[config.mk]
export PLATFORM = sky130hd
export DESIGN_NAME = sector_seek
export DESIGN_NICKNAME = d
export VERILOG_FILES = /design/src/rtl/sector_seek_pkg.sv /design/src/rtl/sector_decode.sv /design/src/rtl/trial_judge.sv /design/src/rtl/sector_seek.sv
export SDC_FILE = /design/constraint.sdc
export NUM_CORES = 1
export LEC_CHECK = 0
export BUFFER_PORTS_ARGS = -buffer_cell sky130_fd_sc_hd__buf_2
export CAP_MARGIN = 20
export CORE_UTILIZATION = 52
export CTS_CLUSTER_SIZE = 8
export DETAILED_ROUTE_END_ITERATION = 10
export GPL_TIMING_DRIVEN = 0
export PLACE_DENSITY = 0.85
export SLEW_MARGIN = 20
export SYNTH_ARGS = -nofsm -noshare
export SYNTH_HDL_FRONTEND = slang
export SYNTH_HIERARCHICAL = 1
export SYNTH_SLANG_ARGS = --single-unit
[constraint.sdc]
create_clock -name clk -period 6 [get_ports clk]
set_input_delay 0.6 -clock clk [delete_from_list [all_inputs] [get_ports clk]]
set_output_delay 0.6 -clock clk [all_outputs]
set_load 0.01 [all_outputs]
[src/rtl/sector_seek_pkg.sv]
package sector_seek_pkg;
  localparam int SEC_W = 3;

  // ring order is behavioural: codes ascend through 1,2A,2B,3,4,5A,5B,6
  typedef enum logic [SEC_W-1:0] {
    SEC_1  = 3'd0,
    SEC_2A = 3'd1,
    SEC_2B = 3'd2,
    SEC_3  = 3'd3,
    SEC_4  = 3'd4,
    SEC_5A = 3'd5,
    SEC_5B = 3'd6,
    SEC_6  = 3'd7
  } sector_e;

  typedef enum logic [1:0] {
    ST_IDLE  = 2'd0,
    ST_ISSUE = 2'd1,
    ST_WAIT  = 2'd2
  } seek_st_e;

  function automatic sector_e ring_next(sector_e s);
    return (s == SEC_6) ? SEC_1 : sector_e'(s + 3'd1);
  endfunction
endpackage

[src/rtl/sector_decode.sv]
module sector_decode
  import sector_seek_pkg::*;
(
  input  sector_e sec,
  output sector_e sec_next,
  output logic    alt_set,
  output logic    alpha_neg,
  output logic    beta_neg
);
  always_comb begin
    sec_next  = ring_next(sec);
    alt_set   = 1'b0;
    alpha_neg = 1'b0;
    beta_neg  = 1'b0;
    unique case (sec)
      SEC_1:  begin alt_set = 1'b0; alpha_neg = 1'b0; beta_neg = 1'b0; end
      SEC_2A: begin alt_set = 1'b1; alpha_neg = 1'b0; beta_neg = 1'b0; end
      SEC_2B: begin alt_set = 1'b1; alpha_neg = 1'b1; beta_neg = 1'b0; end
      SEC_3:  begin alt_set = 1'b0; alpha_neg = 1'b1; beta_neg = 1'b0; end
      SEC_4:  begin alt_set = 1'b0; alpha_neg = 1'b1; beta_neg = 1'b1; end
      SEC_5A: begin alt_set = 1'b1; alpha_neg = 1'b1; beta_neg = 1'b1; end
      SEC_5B: begin alt_set = 1'b1; alpha_neg = 1'b0; beta_neg = 1'b1; end
      SEC_6:  begin alt_set = 1'b0; alpha_neg = 1'b0; beta_neg = 1'b1; end
      default: ;
    endcase
  end
endmodule

[src/rtl/trial_judge.sv]
module trial_judge #(
  parameter int DUTY_W    = 12,
  parameter int DUTY_FRAC = 10,
  parameter int TIME_W    = 12
) (
  input  logic [DUTY_W-1:0] duty_a,
  input  logic [DUTY_W-1:0] duty_b,
  input  logic [TIME_W-1:0] t1,
  input  logic [TIME_W-1:0] t2,
  input  logic [TIME_W-1:0] period_len,
  output logic              ok
);
  localparam logic [DUTY_W-1:0] DUTY_ONE = DUTY_W'(1) << DUTY_FRAC;

  logic [TIME_W:0] dwell_sum;
  logic            duty_ok;
  logic            time_ok;

  always_comb begin
    dwell_sum = {1'b0, t1} + {1'b0, t2};
    duty_ok   = (duty_a < DUTY_ONE) && (duty_b < DUTY_ONE);
    time_ok   = dwell_sum <= {1'b0, period_len};
    ok        = duty_ok && time_ok;
  end
endmodule

[src/rtl/sector_seek.sv]
module sector_seek
  import sector_seek_pkg::*;
#(
  parameter int DUTY_W    = 12,
  parameter int DUTY_FRAC = 10,
  parameter int TIME_W    = 12,
  parameter int MAX_TRIES = 8
) (
  input  logic              clk,
  input  logic              rst_n,
  input  logic              period_start,
  input  logic [TIME_W-1:0] period_len,
  output logic              sol_start,
  output logic [2:0]        sol_sector,
  output logic              sol_alt_set,
  output logic              sol_alpha_neg,
  output logic              sol_beta_neg,
  input  logic              sol_done,
  input  logic [DUTY_W-1:0] sol_duty_a,
  input  logic [DUTY_W-1:0] sol_duty_b,
  input  logic [TIME_W-1:0] sol_t1,
  input  logic [TIME_W-1:0] sol_t2,
  output logic              out_valid,
  output logic [2:0]        out_sector,
  output logic [DUTY_W-1:0] out_duty_a,
  output logic [DUTY_W-1:0] out_duty_b,
  output logic [TIME_W-1:0] out_t1,
  output logic [TIME_W-1:0] out_t2,
  output logic              locked,
  output logic              fault,
  output logic              gate_en
);
  localparam int TRY_W = $clog2(MAX_TRIES + 1);
  localparam logic [TRY_W-1:0] LAST_TRY = TRY_W'(MAX_TRIES - 1);

  seek_st_e         st;
  sector_e          sector;
  sector_e          sector_nxt;
  logic [TRY_W-1:0] tries;
  logic             trial_ok;

  sector_decode u_decode (
    .sec       (sector),
    .sec_next  (sector_nxt),
    .alt_set   (sol_alt_set),
    .alpha_neg (sol_alpha_neg),
    .beta_neg  (sol_beta_neg)
  );

  trial_judge #(
    .DUTY_W    (DUTY_W),
    .DUTY_FRAC (DUTY_FRAC),
    .TIME_W    (TIME_W)
  ) u_judge (
    .duty_a     (sol_duty_a),
    .duty_b     (sol_duty_b),
    .t1         (sol_t1),
    .t2         (sol_t2),
    .period_len (period_len),
    .ok         (trial_ok)
  );

  always_ff @(posedge clk) begin
    if (!rst_n) begin
      st         <= ST_IDLE;
      sector     <= SEC_1;
      tries      <= '0;
      locked     <= 1'b0;
      fault      <= 1'b0;
      out_valid  <= 1'b0;
      out_sector <= '0;
      out_duty_a <= '0;
      out_duty_b <= '0;
      out_t1     <= '0;
      out_t2     <= '0;
    end else begin
      out_valid <= 1'b0;
      unique case (st)
        ST_IDLE: begin
          if (period_start) begin
            tries <= '0;
            st    <= ST_ISSUE;
          end
        end
        ST_ISSUE: st <= ST_WAIT;
        ST_WAIT: begin
          if (sol_done) begin
            if (trial_ok) begin
              locked     <= 1'b1;
              fault      <= 1'b0;
              out_valid  <= 1'b1;
              out_sector <= sector;
              out_duty_a <= sol_duty_a;
              out_duty_b <= sol_duty_b;
              out_t1     <= sol_t1;
              out_t2     <= sol_t2;
              st         <= ST_IDLE;
            end else begin
              locked <= 1'b0;
              sector <= sector_nxt;
              if (tries == LAST_TRY) begin
                fault <= 1'b1;
                st    <= ST_IDLE;
              end else begin
                tries <= tries + 1'b1;
                st    <= ST_ISSUE;
              end
            end
          end
        end
        default: st <= ST_IDLE;
      endcase
    end
  end

  assign sol_start  = (st == ST_ISSUE);
  assign sol_sector = sector;
  assign gate_en    = locked && !fault;

  AST_START_PULSE: assert property (@(posedge clk) disable iff (!rst_n)
    sol_start |=> !sol_start);
  AST_RING_STEP: assert property (@(posedge clk) disable iff (!rst_n)
    (sol_sector != $past(sol_sector)) |-> (sol_sector == 3'(ring_next(sector_e'($past(sol_sector))))));
  AST_STEP_ON_DONE: assert property (@(posedge clk) disable iff (!rst_n)
    (sol_sector != $past(sol_sector)) |-> $past(sol_done));
  AST_TRY_LIMIT: assert property (@(posedge clk) disable iff (!rst_n)
    tries <= LAST_TRY);
  AST_GATE_AFTER_DONE: assert property (@(posedge clk) disable iff (!rst_n)
    $rose(gate_en) |-> ($past(sol_done) && out_valid));
  AST_FAULT_AFTER_DONE: assert property (@(posedge clk) disable iff (!rst_n)
    $rose(fault) |-> ($past(sol_done) && !gate_en && !out_valid));
  AST_OUT_LOCKED: assert property (@(posedge clk) disable iff (!rst_n)
    out_valid |-> (locked && !fault && out_sector == sol_sector));
endmodule

### After elaboration in Yosys (flattened, before gate mapping)

Memories as Yosys holds them, arrays and structs flattened. A register that Yosys moved wholly into a read port is not among the register bits.
Index checks and enable logic that the tools add are counted.

| storage, ports and cells | value |
|---|---|
| flip-flop bits (word level) | 63 |
| memory bits (read-only) | 24 |
| bits of input ports | 64 |
| logic and storage cells | 57 |
| memories kept | 1 |

Memories:

| name | words | width | rd ports | clocked after Yosys merged registers in | write ports | RTL line | RTL |
|---|---|---|---|---|---|---|---|
| (no name shown) | 8 | 3 | 1 | 1 | 0 | sector_decode.sv:15 | `unique case (sec)` |

| cells by class | value |
|---|---|
| add/sub/neg operators | 3 |
| order comparisons | 3 |
| equality and inequality tests | 8 |
| muxes and demuxes | 16 |
| bitwise gates (word level) | 1 |
| reduce and logical (&&, ||, !) cells | 14 |

Operators by type and width:

| kind | number |
|---|---|
| < comparator 12 x 11 -> 1 bit (second input constant) | 2 |
| two-way mux 4 bit | 4 |
| adder 12 x 12 -> 13 bit | 1 |
| less-or-equal comparator 13 x 12 -> 1 bit | 1 |
| AND reduction 3 bit | 4 |
| two-way mux 3 bit | 3 |
| != test 2 bit (second input constant) | 4 |
| one-hot mux 4 bit (2 select lines) | 1 |
| one-hot mux 2 bit (3 select lines) | 1 |
| two-way mux 1 bit | 5 |
| AND reduction 5 bit | 1 |
| adder 4 x 1 -> 4 bit (second input constant) | 1 |
| equality test 4 x 3 -> 1 bit (second input constant) | 1 |
| two-way mux 2 bit | 2 |
| AND reduction 2 bit | 2 |
| nonzero test 2 bit | 2 |
| adder 3 x 1 -> 3 bit (second input constant) | 1 |
| equality test 3 bit (second input constant) | 1 |
| logical AND 1 bit | 3 |
| equality test 2 x 1 -> 1 bit (second input constant) | 1 |
| equality test 2 bit (second input constant) | 1 |
| logical NOT 2 bit | 1 |
| logical NOT 1 bit | 1 |
| inverter 1 bit | 1 |

### Longest topological paths before layout

Gate-level depths: netlist (run 1).

| depth | value |
|---|---|
| word-level depth | 7 |
| mapped depth | 20 |
| depth with buffers taken out | 17 |

### Modules after synthesis

The synthesis (run 1) kept the hierarchy.

By module, submodules not included:

| module | instances | cells each | area an instance (um2) | sequential area each (um2) |
|---|---|---|---|---|
| sector_seek | 1 | 285 | 2318.5 | 1261.2 |
| trial_judge | 1 | 107 | 838.3 | 0.0 |
| sector_decode | 1 | 7 | 55.1 | 0.0 |

### Worst setup path before layout (run 1)

No wires, ideal clock.

| timing | value |
|---|---|
| path type | input to register |
| start point | in sol_t1[0] |
| end point | reg out_sector[2] |
| data arrival time | 3810 ps |
| setup slack | 2119 ps |
| stages | 20 |
| buffers on the path | 3 |
| cell sequence | ha_1 inv_1 fa_1 nor2b_4 o31a_1 o221ai_2 a21oi_2 xor2_1 ha_1 a21o_1 a211o_1 a21oi_1 a211oi_1 a311oi_2 buf_4 and2_1 buf_6 buf_6 nand2_1 a21oi_1 |

| on the way | value |
|---|---|
| word-level cells in the longest chain between the ends | 4 |

RTL lines:

| element | RTL line | RTL |
|---|---|---|
| start: declaration | sector_seek.sv:21 | `input logic [TIME_W-1:0] sol_t1,` |
| adder 12 x 12 -> 13 bit | trial_judge.sv:20 | `dwell_sum = {1'b0, t1} + {1'b0, t2};` |
| less-or-equal comparator 13 x 12 -> 1 bit | trial_judge.sv:22 | `time_ok = dwell_sum <= {1'b0, period_len};` |
| logical AND 1 bit | trial_judge.sv:23 | `ok = duty_ok && time_ok;` |
| net trial_ok | sector_seek.sv:40 | `logic trial_ok;` |
| AND reduction 3 bit (no line) | - |  |
| end signal: assignment | sector_seek.sv:92 | `out_sector <= sector;` |
| end: declaration | sector_seek.sv:24 | `output logic [2:0] out_sector,` |

The timed path passes the listed nets, and every way through them passes these cells.
A chain may end at the register's enable or synchronous reset.

### Worst setup path in the final report (run 1)

| timing | value |
|---|---|
| start point | in sol_t1[0] |
| end point | reg out_t1[5] |

| on the way | value |
|---|---|
| word-level cells in the longest chain between the ends | 4 |

RTL lines:

| element | RTL line | RTL |
|---|---|---|
| adder 12 x 12 -> 13 bit | trial_judge.sv:20 |  |
| less-or-equal comparator 13 x 12 -> 1 bit | trial_judge.sv:22 |  |
| logical AND 1 bit | trial_judge.sv:23 |  |
| net trial_ok | sector_seek.sv:40 |  |
| AND reduction 3 bit (no line) | - |  |
| end signal: assignment | sector_seek.sv:95 | `out_t1 <= sol_t1;` |
| end: declaration | sector_seek.sv:27 | `output logic [TIME_W-1:0] out_t1,` |

The timed path passes the listed nets, and every way through them passes these cells.

==> results of run 1 <==
-- sequential cells by signal, summed over array words and instances (netlist names) --
register    flops
out_sector      3
locked          1
sol_sector      3
out_duty_a     12
out_t2         12
out_valid       1
fault           1
tries           4
st              2
out_duty_b     12
out_t1         12
-- cells in the final DEF, fill, tap and decap left out, drive strengths merged, types with 3 or more instances in the layout --
master and n:
buf 134, nand2 113, a21oi 68, dfxtp 63, ha 27, clkbuf 23, inv 19, nor2 12
o21ai 9, a21o 6, xor2 5, xnor2 5, nor3 5, nor2b 4, nand3b 3, o21a 3
a211oi 3, nand4 3, o21bai 3, clkinv 3
-- synthesized netlist by cell type (all sizes together) (2+ instances only) --
cell	instances	area share [%]
a211o	2	0.55
a211oi	3	0.70
a21o	6	1.4
a21oi	68	11
and3	2	0.39
and3b	2	0.55
buf	9	2.7
clkbuf	12	1.4
dfxtp	63	39
ha	27	11
inv	19	2.2
nand2	113	13
nand2b	2	0.39
nand3	2	0.31
nand3b	3	0.70
nand4	3	0.58
nor2	12	1.4
nor2b	4	1.0
nor3	5	0.93
o21a	3	0.70
o21ai	9	1.4
o21bai	3	0.70
xnor2	5	1.4
xor2	5	1.4
-- how the worst max path moves through the flow --
stage,to,slack [ns],cells past startpoint
final,out_t1[5],1.80,20
after CTS,out_sector[0],1.81,20
after floorplan,out_sector[2],2.12,20
after detailed placement,out_t1[8],1.46,20
after global routing,out_t1[9],1.57,20
after global placement,out_t1[9],1.55,20
-- power groups by stage --
stage	sequential, mW	clock (mW)	combinational [mW]
floorplan	0.431	0	0.0996
global placement	0.431	0	0.143
detailed placement	0.431	0	0.151
CTS	0.422	0.403	0.152
global route	0.422	0.421	0.172
finish	0.422	0.397	0.154
-- final cells by class --
cell class / instances / area [um^2] / share of cell area, %
inverters: 20 / 75.1 / 1.81
clock buffers: 11 / 141 / 3.41
repair buffers: 125 / 626 / 15.1
clock inverters: 4 / 70.1 / 1.69
well taps: 75 / 93.8 / 2.27
plain buffers: 21 / 133 / 3.20
multi-input cells: 295 / 1740 / 42.1
flip-flops and latches: 63 / 1260 / 30.4
-- cells by family (layout without fill, tap and decap cells) --
| family | Yosys count | after routing | synth area share, % |
|---|---|---|---|
| xor gates and xnor gates | 10 | 10 | 2.73 |
| adders and majority gates | 28 | 28 | 11.1 |
| and+or+nand+nor | 151 | 151 | 20.1 |
| DFF | 63 | 63 | 39.3 |
| AOI/OAI and AO/OA | 106 | 106 | 20.3 |
| buffers and inverters | 41 | 181 | 6.47 |
-- layer usage --
layer,GRT usage (%),up-vias
li1,-,1624
met1,32.4,1481
met2,47.6,99
met3,8.30,17
met4,8.57,0
met5,0,-
-- through the flow --
stage	hold slack (ns)	utilization (%)	power, mW	instance area (um^2)
6_report	0.453	69.6	0.972	4140
5_1_grt	0.469	69.6	1.01	4140
4_1_cts	0.455	69.6	0.978	4140
3_5_place_dp	0.445	66.0	0.583	3930
3_3_place_gp	0.438	66.0	0.574	3930
2_1_floorplan	0.433	-	0.531	3210
-- worst max-delay path, cell delays in order --
cell and delay [ns]:
buf_2 0.10, ha_1 0.19, inv_1 0.07, fa_1 0.44, nor2b_4 0.14, o31a_1 0.20, o221ai_2 0.15, a21oi_2 0.20
xor2_1 0.23, ha_1 0.28, a21o_1 0.20, a211o_1 0.29, a21oi_1 0.11, a211oi_1 0.12, a311oi_2 0.29, buf_4 0.21
nand2_2 0.13, clkbuf_1 0.27, nand2_1 0.13, a21oi_1 0.07
==> impl_metrics.csv, run 1 <==
group,metric,value,unit
hold_path,hold_depth,2,
clock_tree,cts.clk_slew.worst_paths,0.07,ns
synthesis,async_reset_ff_share,0,%
outcome,status,"finished, final reports clean",
clock_tree,post_cts_buffers,0,
critical_path,rr_endpoint,"tries[2]",
clock_tree,cts_resized,0,
place,place.gp.congestion,0.881,
drt,vias,3221,
synthesis,ys_seq_area_share,39.3,%
synthesis,synth_seq_cells,63,
layout,stdcell_count,614,
global_route,antenna_found_initial,0,
timing,period_needed,4.20,ns
power,swShare,24.6,%
critical_path,startpoint,"sol_t1[0]",
synthesis,syn_avg_cell_area,8.05,um^2
hold_path,hold_start,"out_duty_b[10]",
floorplan,core-area,5960,um^2
clock_tree,numCtsBuffers,9,
synthesis,synth_edf_count,0,
floorplan,row_count,28,
drt,drt_wl_total,8340,um
clock_tree,tritoncts,"done",
synthesis,postSynthCellCount,399,
drt,drtIter0Drc,166,
critical_path,r2r_start,"tries[1]",
layout,fill_cells,534,
global_route,grt_pass1_wl,13600,um
drt,ant_nets,0,
floorplan,die_h,80.6,um
drt,dr_wl_met3,497,um
power,seqPwrFrac,43.4,%
critical_path,cp-end-kind,"flip-flop",
hold_path,min_path_type,"reg2reg",
synthesis,syn-num-nets,491,
critical_path,path_max_fanout,10,
place,portBuffers,125,
global_route,grt_pass1_vias,3023,
layout,antenna_cells,0,
layout,drive_above_1_share,29.3,%
critical_path,crit_required,6.20,ns
drt,m1WireLength,3550,um
power,p_clk_share,40.8,%
critical_path,arrival,4.39,ns
drt,wl_met2,4140,um
floorplan,fp.dieW,80.6,um
place,dp_cells,599,
drt,firstDrtPassIters,4,
floorplan,start_util,53.9,%
synthesis,ys_types,48,
timing,tightest_slew,0.553,ns
clock_tree,clk_latency,0.34,ns
clock_tree,clockBufferDepth,2,
timing,finalClockSkew,0.00776,ns
clock_tree,cts_htree_levels,3,
timing,fmax,238,MHz
synthesis,ys.warnings.count,6,
global_route,grt_max_degree,11,
critical_path,r2r_cells,5,
timing,period_share,70.0,%
critical_path,worstSetupStartpointType,"primary input",
timing,finalHoldViolations,0,
critical_path,r2r_setup_slack,4.31,ns
drt,drc,0,
clock_tree,cts_sinks,63,
place,dp_worst_setup_slack,1.46,ns
floorplan,boundaryPins,126,
power,p_per_area,235,nW/um^2
clock_tree,cts-hold-fix-buffers,0,
power,pwr-share-comb,15.8,%
drt,wl_per_cell,13.6,um
layout,areaGrowthSynthToFinish,29.0,%
drt,viasPerCell,5.25,
hold_path,worstHoldEndpoint,"out_duty_b[10]",
floorplan,dieArea,6490,um^2
timing,maxSlewViolCount,0,
global_route,grt.overflow.total,0,
critical_path,critPathKind,"in2reg",
clock_tree,root_buffer,"clkbuf_8",
power,p_leak,1.98,nW
timing,rsz0062_at_grt,"false",
layout,nets,627,
synthesis,ys.flop_type,"dfxtp_1",
power,switching_power,0.240,mW
power,peakVddDrop,0.188,mV
timing,setup_viol,0,
timing,slew_headroom,63.2,%
flow_run,max-cap-violations,0,
timing,finalSetupTns,0,ns
place,detailed_place_hpwl,6560,um
timing,fin_ws,1.80,ns
power,p_int,0.733,mW
drt,dr.max_layer_used,"met4",
synthesis,syn_area,3210,um^2
global_route,grt_usage,27.6,%
Note: power is estimated with default switching activity, not from simulation.
==> run 2, diff against run 1 <==
--- a/config.mk
+++ b/config.mk
@@ -7,11 +7,11 @@
 export LEC_CHECK = 0
 export BUFFER_PORTS_ARGS = -buffer_cell sky130_fd_sc_hd__buf_2
 export CAP_MARGIN = 20
-export CORE_UTILIZATION = 52
+export CORE_UTILIZATION = 49
 export CTS_CLUSTER_SIZE = 8
 export DETAILED_ROUTE_END_ITERATION = 10
 export GPL_TIMING_DRIVEN = 0
-export PLACE_DENSITY = 0.85
+export PLACE_DENSITY = 0.8
 export SLEW_MARGIN = 20
 export SYNTH_ARGS = -nofsm -noshare
 export SYNTH_HDL_FRONTEND = slang
==> constraint.sdc (replaced) <==
create_clock -name clk -period 4.17 [get_ports clk]
set_input_delay 0.417 -clock clk [delete_from_list [all_inputs] [get_ports clk]]
set_output_delay 0.417 -clock clk [all_outputs]
set_load 0.01 [all_outputs]
==> impl_metrics.csv, run 2 (synthesis gave the netlist of run 1 again) <==
group,metric,value,unit
timing,rsz0062_at_grt,"true",
flow_run,max-cap-violations,0,
critical_path,slowest_stage,"fa_1",
global_route,grt_pass1_wl,14000,um
drt,drtIter0Drc,127,
floorplan,die_h,83.0,um
place,place.gp.congestion,0.828,
layout,final_common_cell,"buf_2",
clock_tree,numCtsBuffers,9,
global_route,grt_usage,25.0,%
timing,period_needed,3.97,ns
timing,finalSetupTns,0,ns
power,swShare,28.5,%
drt,ant_nets,0,
hold_path,min_path_type,"in2reg",
drt,drt_wl_total,8300,um
clock_tree,cts.clk_slew.worst_paths,0.07,ns
drt,drc,0,
timing,setup_viol,0,
power,pwr-share-comb,17.1,%
power,p_leak,1.98,nW
outcome,status,"finished, final reports clean",
drt,wl_met2,3970,um
timing,finalClockSkew,0.00562,ns
floorplan,fp.dieW,83.0,um
critical_path,path_max_fanout,6,
critical_path,worstSetupStartpointType,"primary input",
power,p_clk_share,35.9,%
critical_path,crit_required,4.39,ns
place,place_area,3930,um^2
timing,fmax,252,MHz
floorplan,dieArea,6880,um^2
timing,period_share,95.2,%
clock_tree,root_buffer,"clkbuf_8",
power,p_int,0.922,mW
floorplan,core-area,6350,um^2
layout,fill_cells,566,
drt,dr.max_layer_used,"met4",
global_route,grt.overflow.total,0,
layout,antenna_cells,0,
critical_path,max_stage_delay,0.44,ns
drt,dr_wl_met3,536,um
global_route,grt_pass1_vias,3124,
timing,tightest_slew,0.577,ns
power,peakVddDrop,0.239,mV
clock_tree,cts-hold-fix-buffers,0,
floorplan,row_count,29,
clock_tree,cts_htree_levels,3,
timing,fin_hold_ws,0.313,ns
critical_path,arrival,4.19,ns
timing,slew_headroom,61.5,%
layout,finalInstanceArea,4120,um^2
power,switching_power,0.369,mW
critical_path,cp-end-kind,"flip-flop",
timing,maxSlewViolCount,0,
clock_tree,clockBufferDepth,2,
place,detailed_place_hpwl,6440,um
global_route,antenna_found_initial,0,
floorplan,boundaryPins,126,
critical_path,critPathKind,"in2reg",
clock_tree,clk_latency,0.33,ns
clock_tree,cts_sinks,63,
floorplan,start_util,50.6,%
layout,drive_above_1_share,30.5,%
critical_path,cp_top_family,"compound AO/OA/AOI/OAI gates",
place,portBuffers,125,
critical_path,crit_path_cell_trace,"buf_2 > ha_1 > inv_1 > fa_1 > nor2b_4 > o31a_1 > o221ai_2 > a21oi_2 > xor2_1 > ha_1 > and3_1 > and3_1 > a211oi_1 > a311oi_2 > buf_4 > buf_4 > o32a_4 > o311ai_1 > o21ai_1",
layout,nets,628,
critical_path,cp.buffers_inverters,4,
drt,firstDrtPassIters,6,
timing,finalHoldViolations,0,
drt,m1WireLength,3720,um
drt,vias,3213,
clock_tree,tritoncts,"done",
power,seqPwrFrac,47.0,%
layout,layout_common_cells,"126 x buf_2, 112 x nand2_1, 67 x a21oi_1",
power,p_per_area,313,nW/um^2
layout,areaGrowthSynthToFinish,28.2,%
drt,viasPerCell,5.20,
drt,wl_per_cell,13.4,um
global_route,grt_max_degree,13,
run 2: changes by cell type in the layout (fill, tap and decap cells not counted), sizes merged:
| cell | change |
|---|---|
| inv | +1 |
| clkinv | +3 |
| buf | +1 |
| clkbuf | -2 |
| bufinv | -2 |
| clkinvlp | +1 |
run 2: repair_timing:
item                       4_1_cts  5_1_grt
setup buffers                    0        1
setup endpoints to repair        0       48
gates resized for setup          0        8
run 2: power by group through the flow:
stage	Clock, mW	Sequential [mW]	Combinational, mW
after floorplan	0	0.620	0.143
after global placement	0	0.620	0.207
after detailed placement	0	0.621	0.216
after CTS	0.474	0.607	0.218
after global routing	0.506	0.607	0.247
final	0.464	0.607	0.220
run 2: through the flow:
| step | power [mW] | std cells | worst slack, ns | utilization (%) |
|---|---|---|---|---|
| floorplan | 0.764 | 399 | 0.472 | - |
| global placement | 0.827 | 601 | -0.136 | 62.0 |
| detailed placement | 0.837 | 601 | -0.128 | 62.0 |
| CTS | 1.30 | 617 | 0.217 | 64.7 |
| global route | 1.36 | 618 | -0.0125 | 64.9 |
| finish | 1.29 | 618 | 0.201 | 64.9 |
run 2: layout make-up:
cell class | count | area [um^2] | share of cell area (%)
Clock buffer | 9 | 124 | 3.01
Clock inverter | 7 | 48.8 | 1.18
Sequential cell | 63 | 1260 | 30.6
Tap cell | 77 | 96.3 | 2.34
Multi-Input combinational cell | 295 | 1740 | 42.3
Inverter | 20 | 75.1 | 1.82
Buffer | 21 | 138 | 3.34
Timing Repair Buffer | 126 | 633 | 15.4
run 2: worst min-delay path: stages:
cell,delay [ns]
buf_2,0.09
nand2_1,0.04
a21oi_1,0.05
run 2: final timing paths:
path / depth (start not counted) / from / slack [ns] / end
worst max-delay path: 19 / sol_t1[0] / 0.20 / tries[2]
worst min-delay path: 3 / sol_duty_a[0] / 0.31 / out_duty_a[0]
worst max register to register: 5 / tries[0] / 2.52 / tries[2]
worst min register to register: 2 / out_duty_b[10] / 0.45 / out_duty_b[10]
run 2: metal layers:
metal | GRT usage (%) | vias up
met2 | 41.9 | 106
met1 | 31.6 | 1470
met4 | 7.84 | 0
met5 | 0 | -
li1 | - | 1629
met3 | 6.06 | 8
